<file path="src/rtl/dma_addr_pkg.sv">
// Shared types for the DMA address generator.
// Assumes: the control byte layout below is fixed, because software encodes it.
package dma_addr_pkg;

    // Point at which an address returns to its initial value.
    typedef enum logic [1:0] {
        RL_NEVER = 2'b00,
        RL_BLOCK = 2'b01,
        RL_BURST = 2'b10,
        RL_XACT  = 2'b11
    } reload_e;

    // Step applied per beat.
    typedef enum logic [1:0] {
        DIR_HOLD  = 2'b00,
        DIR_UP    = 2'b01,
        DIR_DOWN  = 2'b10,
        DIR_HOLDX = 2'b11
    } step_e;

    // Control byte, most significant field first.
    typedef struct packed {
        reload_e src_rl;
        step_e   src_dir;
        reload_e dst_rl;
        step_e   dst_dir;
    } addr_cfg_t;

    // Boundary strobes presented to each lane.
    typedef struct packed {
        logic burst;
        logic block;
        logic xact;
    } end_ev_t;

endpackage

</file>
<file path="src/rtl/dma_addr_cfg.sv">
// Control byte register for the address generator.
// Accepts a write only while the channel is idle; a write while busy is lost.
// Assumes: synchronous active-low reset clears every field to its 00 code.
module dma_addr_cfg
    import dma_addr_pkg::*;
(
    input  logic       clk,
    input  logic       rst_n,
    input  logic       busy,
    input  logic       we,
    input  logic [7:0] wdata,
    output addr_cfg_t  cfg
);

    // Capture the control byte on an idle write.
    always_ff @(posedge clk) begin
        if (!rst_n) begin
            cfg <= '0;
        end else if (we && !busy) begin
            cfg <= addr_cfg_t'(wdata);
        end
    end

    AST_CFG_LOCKED: assert property (@(posedge clk) disable iff (!rst_n)
        busy |=> $stable(cfg));

    AST_CFG_TAKEN: assert property (@(posedge clk) disable iff (!rst_n)
        (we && !busy) |=> (cfg == $past(wdata)));

endmodule

</file>
<file path="src/rtl/dma_reload_sel.sv">
// Picks the boundary strobe that restores an address, from the reload code.
// Purely combinational; code 00 never fires.
module dma_reload_sel
    import dma_addr_pkg::*;
(
    input  reload_e mode,
    input  end_ev_t ev,
    output logic    hit
);

    // Map the reload code onto one boundary strobe.
    always_comb begin
        case (mode)
            RL_BLOCK: hit = ev.block;
            RL_BURST: hit = ev.burst;
            RL_XACT:  hit = ev.xact;
            default:  hit = 1'b0;
        endcase
    end

endmodule

</file>
<file path="src/rtl/dma_addr_lane.sv">
// One address side (source or destination).
// Loads the initial address on channel start. While busy, it restores that
// value on its selected boundary, and otherwise steps by one byte per beat.
// Assumes: start is high only in the first busy cycle; a reload wins over a step.
module dma_addr_lane
    import dma_addr_pkg::*;
#(
    parameter int ADDR_W = 16
) (
    input  logic              clk,
    input  logic              rst_n,
    input  logic              busy,
    input  logic              start,
    input  logic              beat,
    input  end_ev_t           ev,
    input  reload_e           rl_mode,
    input  step_e             dir,
    input  logic [ADDR_W-1:0] init,
    output logic [ADDR_W-1:0] addr
);

    localparam logic [ADDR_W-1:0] ONE = ADDR_W'(1);

    logic              hit;
    logic [ADDR_W-1:0] stepped;

    dma_reload_sel u_sel (
        .mode (rl_mode),
        .ev   (ev),
        .hit  (hit)
    );

    // Next address for a beat in the configured direction.
    always_comb begin
        case (dir)
            DIR_UP:   stepped = addr + ONE;
            DIR_DOWN: stepped = addr - ONE;
            default:  stepped = addr;
        endcase
    end

    // Address register: start load, then reload, then step.
    always_ff @(posedge clk) begin
        if (!rst_n) begin
            addr <= '0;
        end else if (start) begin
            addr <= init;
        end else if (busy) begin
            if (hit) begin
                addr <= init;
            end else if (beat) begin
                addr <= stepped;
            end
        end
    end

    AST_START_LOAD: assert property (@(posedge clk) disable iff (!rst_n)
        start |=> (addr == $past(init)));

    AST_RELOAD_WINS: assert property (@(posedge clk) disable iff (!rst_n)
        (busy && !start && hit) |=> (addr == $past(init)));

    AST_UP_STEP: assert property (@(posedge clk) disable iff (!rst_n)
        (busy && !start && !hit && beat && dir == DIR_UP) |=> (addr == $past(addr) + ONE));

    AST_DOWN_STEP: assert property (@(posedge clk) disable iff (!rst_n)
        (busy && !start && !hit && beat && dir == DIR_DOWN) |=> (addr == $past(addr) - ONE));

    AST_IDLE_HOLD: assert property (@(posedge clk) disable iff (!rst_n)
        !busy |=> $stable(addr));

endmodule

</file>
<file path="src/rtl/dma_addr_gen.sv">
// DMA channel address generator, top level.
// Holds the control byte, detects channel start, and runs one lane per side.
// Assumes: all strobes are synchronous to clk and single-cycle.
module dma_addr_gen
    import dma_addr_pkg::*;
#(
    parameter int ADDR_W = 16
) (
    input  logic              clk,
    input  logic              rst_n,
    input  logic              cfg_we,
    input  logic [7:0]        cfg_wdata,
    output logic [7:0]        cfg_q,
    input  logic              busy,
    input  logic              beat,
    input  logic              burst_end,
    input  logic              block_end,
    input  logic              xact_end,
    input  logic [ADDR_W-1:0] src_init,
    input  logic [ADDR_W-1:0] dst_init,
    output logic [ADDR_W-1:0] src_addr,
    output logic [ADDR_W-1:0] dst_addr
);

    localparam int NLANE = 2;
    localparam int SRC   = 0;
    localparam int DST   = 1;

    addr_cfg_t         cfg;
    logic              busy_q;
    logic              start;
    end_ev_t           ev;
    reload_e           rl_a   [NLANE];
    step_e             dir_a  [NLANE];
    logic [ADDR_W-1:0] init_a [NLANE];
    logic [ADDR_W-1:0] addr_a [NLANE];

    dma_addr_cfg u_cfg (
        .clk   (clk),
        .rst_n (rst_n),
        .busy  (busy),
        .we    (cfg_we),
        .wdata (cfg_wdata),
        .cfg   (cfg)
    );

    // Remember the previous busy level to find the first busy cycle.
    always_ff @(posedge clk) begin
        if (!rst_n) begin
            busy_q <= 1'b0;
        end else begin
            busy_q <= busy;
        end
    end

    // Start pulse and grouped boundary strobes.
    always_comb begin
        start    = busy && !busy_q;
        ev.burst = burst_end;
        ev.block = block_end;
        ev.xact  = xact_end;
    end

    // Route per-side fields into lane arrays.
    always_comb begin
        rl_a[SRC]   = cfg.src_rl;
        dir_a[SRC]  = cfg.src_dir;
        init_a[SRC] = src_init;
        rl_a[DST]   = cfg.dst_rl;
        dir_a[DST]  = cfg.dst_dir;
        init_a[DST] = dst_init;
    end

    for (genvar g = 0; g < NLANE; g++) begin : g_lane
        dma_addr_lane #(.ADDR_W(ADDR_W)) u_lane (
            .clk     (clk),
            .rst_n   (rst_n),
            .busy    (busy),
            .start   (start),
            .beat    (beat),
            .ev      (ev),
            .rl_mode (rl_a[g]),
            .dir     (dir_a[g]),
            .init    (init_a[g]),
            .addr    (addr_a[g])
        );
    end

    assign cfg_q    = cfg;
    assign src_addr = addr_a[SRC];
    assign dst_addr = addr_a[DST];

    AST_RESET_CLEAR: assert property (@(posedge clk)
        !rst_n |=> (src_addr == '0 && dst_addr == '0 && cfg_q == 8'h00));

endmodule

</file>
<file path="config.mk">
export PLATFORM = sky130hd
export DESIGN_NAME = dma_addr_gen
export DESIGN_NICKNAME = d
export VERILOG_FILES = /design/src/rtl/dma_addr_pkg.sv /design/src/rtl/dma_addr_cfg.sv /design/src/rtl/dma_reload_sel.sv /design/src/rtl/dma_addr_lane.sv /design/src/rtl/dma_addr_gen.sv
export SDC_FILE = /design/constraint.sdc
export NUM_CORES = 1
export LEC_CHECK = 0
export ABC_AREA = 1
export BUFFER_PORTS_ARGS = -buffer_cell sky130_fd_sc_hd__buf_2
export CAP_MARGIN = 20
export CORE_MARGIN = 2
export CORE_UTILIZATION = 55
export DETAILED_ROUTE_END_ITERATION = 10
export HOLD_SLACK_MARGIN = 0.05
export PLACE_DENSITY = 0.82
export SKIP_LAST_GASP = 1
export SLEW_MARGIN = 25
export SYNTH_ARGS = -nofsm -noshare
export SYNTH_HDL_FRONTEND = slang
export SYNTH_SLANG_ARGS = --single-unit
</file>
<file path="constraint.sdc">
create_clock -name clk -period 3.95 [get_ports clk]
set_clock_uncertainty 0.1 [all_clocks]
set_input_delay 0.79 -clock clk [delete_from_list [all_inputs] [get_ports clk]]
set_output_delay 0.79 -clock clk [all_outputs]
set_load 0.05 [all_outputs]
</file>
==> impl_metrics.toml <==
[outcome]
status = "complete, no violations"

[layout]
layout.nets = 774
multi_input_area_um2 = 2310
diodes = 0
n_fill_cell = 645
instances_no_fill = 800
syn_to_final_growth_pct = 13.8
register_area_um2 = 821
post-route-util_pct = 64.7
fin_area_um2 = 4110
drive_gt1_share_pct = 15.6

[critical_path]
path_cells = "inv_1 > ha_1 > nand2_1 > inv_1 > nor2_2 > ha_1 > a21oi_1 > o21ai_2 > nand2_1 > nand2_1 > nand2_1 > nand2_1 > nand2_1 > nand3_1 > nand2_1 > a21oi_1"
crit_type = "reg -> reg"
max_stage_delay_ps = 780
r2r_cells = 16
startpoint_type = "flip-flop"
cp.depth = 16
cp.required_ps = 4020
arrival_ps = 3000
critPathMaxFanout = 26
critPathCaptureType = "flip-flop"
cpLargestDelayFamily = "adder cells"
crit_slowest_cell = "ha_1"
crit_top_cell = "nand2_1"
path_buf_inv = 2

[timing]
worst_pin_slew_ps = 936
period_share_pct = 74.1
max_freq_mhz = 342
setup_tns_ps = 0
maxSlewViolCount = 0
setup_viol = 0
period_minus_slack_ps = 2930
hold_viol_final = 0
slew_headroom_pct = 37.6
rsz0062_at_grt = "no"

[hold_path]
min_path_cells = 2
min_path_type = "reg -> reg"

[synth]
syn-num-nets = 699
synth_top_area_share_pct = 22.8
synth_commonest_cells = "204 x nand2_1, 87 x inv_1, 81 x nor2_1"
ys_seq_area_share_pct = 22.8
synth.area.top_cells = "dfxtp_1 23%, nand2_1 21%, inv_1 9.1%"
ys_types = 35
synthesis.area_um2 = 3610
yosys.area.top_type = "dfxtp_1"
ys_seq_elements = 41
async_reset_ff_share_pct = 0
synth_most_common_cell = "nand2_1"
synth_cells = 647
synth_top_flop_cell = "dfxtp_1"
synth_area_per_cell_um2 = 5.58
yosysWarnings = 0
synth_edf_count = 0

[placement]
gp_congestion = 0.994
io_buffers = 87
place_area_um2 = 4030
dp_hpwl_um = 7740
dpl.cell_count = 792

[grt]
grt_max_degree = 28
antenna_found_initial = 0
top_usage_layer = "met2"
globalRouteMet3Util_pct = 5.64
grt_pass1_wl_um = 16900
grt_pass1_vias = 3915
overflow = 0
grtUsageTotal_pct = 28.0
grt_util_met1_pct = 38.1
use_met2_pct = 44.5

[clocking]
holdBufCountCts = 0
cts_tree = "yes"
cts_root_buf = "clkbuf_8"
htreeDepth = 2
clock_latency_ps = 300
cts_setup_buffers = 0
path_clk_slew_ps = 80
cts_buffer_depth = 2
clock_sinks = 41
cts_made_buffers = 5
ctsResizeCount = 0

[job]
cap_violations = 0

[power]
vdd_drop_max_v = 0.000221
p_per_area_nw_per_um2 = 324
p_leak_nw = 2.22

[detailed_routing]
wl_per_cell_um = 12.9
via_per_inst = 5.39
drc = 0
drtIter0Drc = 265
dr.pass1.iters = 5
ant_nets = 0
num_vias = 4308
route.final.wire_length_um = 10300

[floorplanning]
core_area_um2 = 6350
io_pins = 88
rows = 29
fp.dieW_um = 85.0
fp.dieH_um = 85.0
die_area_um2 = 7220
initial_utilization_pct = 56.8
## layout by cell type, fill, tap and decap left out, types with 2 or more instances in the layout
cell,count
nand2_2,3
nand2_1,204
inv_1,87
o21ai_0,41
nand3_1,39
a41oi_1,8
clkbuf_8,5
xor2_1,10
o21ai_1,3
buf_4,3
a21oi_1,61
o211ai_1,2
xnor2_1,5
o21bai_1,2
a31oi_1,5
nand3b_1,3
buf_2,87
nor2_2,6
nor2_1,81
inv_2,3
dfxtp_1,41
nand2_4,2
nand4_1,5
clkbuf_1,3
ha_1,4
## routing by layer
metal / part of all wire, % / up-vias / routed length (um)
met1: 47 / 1919 / 4800
met4: 1.6 / 0 / 167
met3: 7.6 / 17 / 777
met5: 0 / - / 0
li1: - / 2206 / -
met2: 44 / 166 / 4530
## sequential cells by signal (all words and copies together) (netlist names)
name and cells:
busy_q 1, g_lane.u_lane.addr 32, u_cfg.cfg 8
## worst reg2reg max path, cell delays in order, from the launching register on
cell and delay [ps]:
dfxtp_1 350, inv_1 100, ha_1 780, nand2_1 120, inv_1 110, nor2_2 50
ha_1 180, a21oi_1 250, o21ai_2 160, nand2_1 80, nand2_1 90, nand2_1 110
nand2_1 60, nand2_1 60, nand3_1 70, nand2_1 80, a21oi_1 60
## power by group
part           switching, mW  internal, mW
Clock                  0.151         0.126
Sequential            0.0464         0.450
Combinational          0.397         0.160
## logic make-up (layout without fill, tap and decap cells)
logic type	after synthesis	in the layout	synth area share, %
adders and majority gates	4	4	1.39
xor gates and xnor gates	15	15	3.64
and+or+nand+nor	348	348	39.8
AOI/OAI and AO/OA	126	126	19.1
buffers and inverters	113	189	13.3
DFF	41	41	22.8
## path summary, 6_finish.rpt
kind / start / end / slack [ps]
max reg2reg: u_cfg.cfg[4] / g_lane[0].u_lane.addr[14] / 1020
min: g_lane[1].u_lane.addr[15] / g_lane[1].u_lane.addr[15] / 390
max: u_cfg.cfg[4] / g_lane[0].u_lane.addr[14] / 1020
min reg2reg: g_lane[1].u_lane.addr[15] / g_lane[1].u_lane.addr[15] / 390
## final cells by class
cell class | instances | share of cell area, %
flip-flops and latches | 41 | 20.0
clock buffers | 8 | 1.95
multi-input cells | 493 | 56.2
repair buffers | 90 | 11.2
well taps | 77 | 2.35
inverters | 91 | 8.38
## metrics by stage
stage / power, mW / hold slack [ps] / setup slack (ps)
after CTS: 1.33 / 396 / 1050
final: 1.33 / 394 / 1020
after global placement: 1.04 / 381 / 958
after detailed placement: 1.06 / 383 / 827
after global routing: 1.41 / 422 / 805
after floorplan: 0.926 / 603 / 1350
Note: power is estimated with default switching activity, not from simulation.
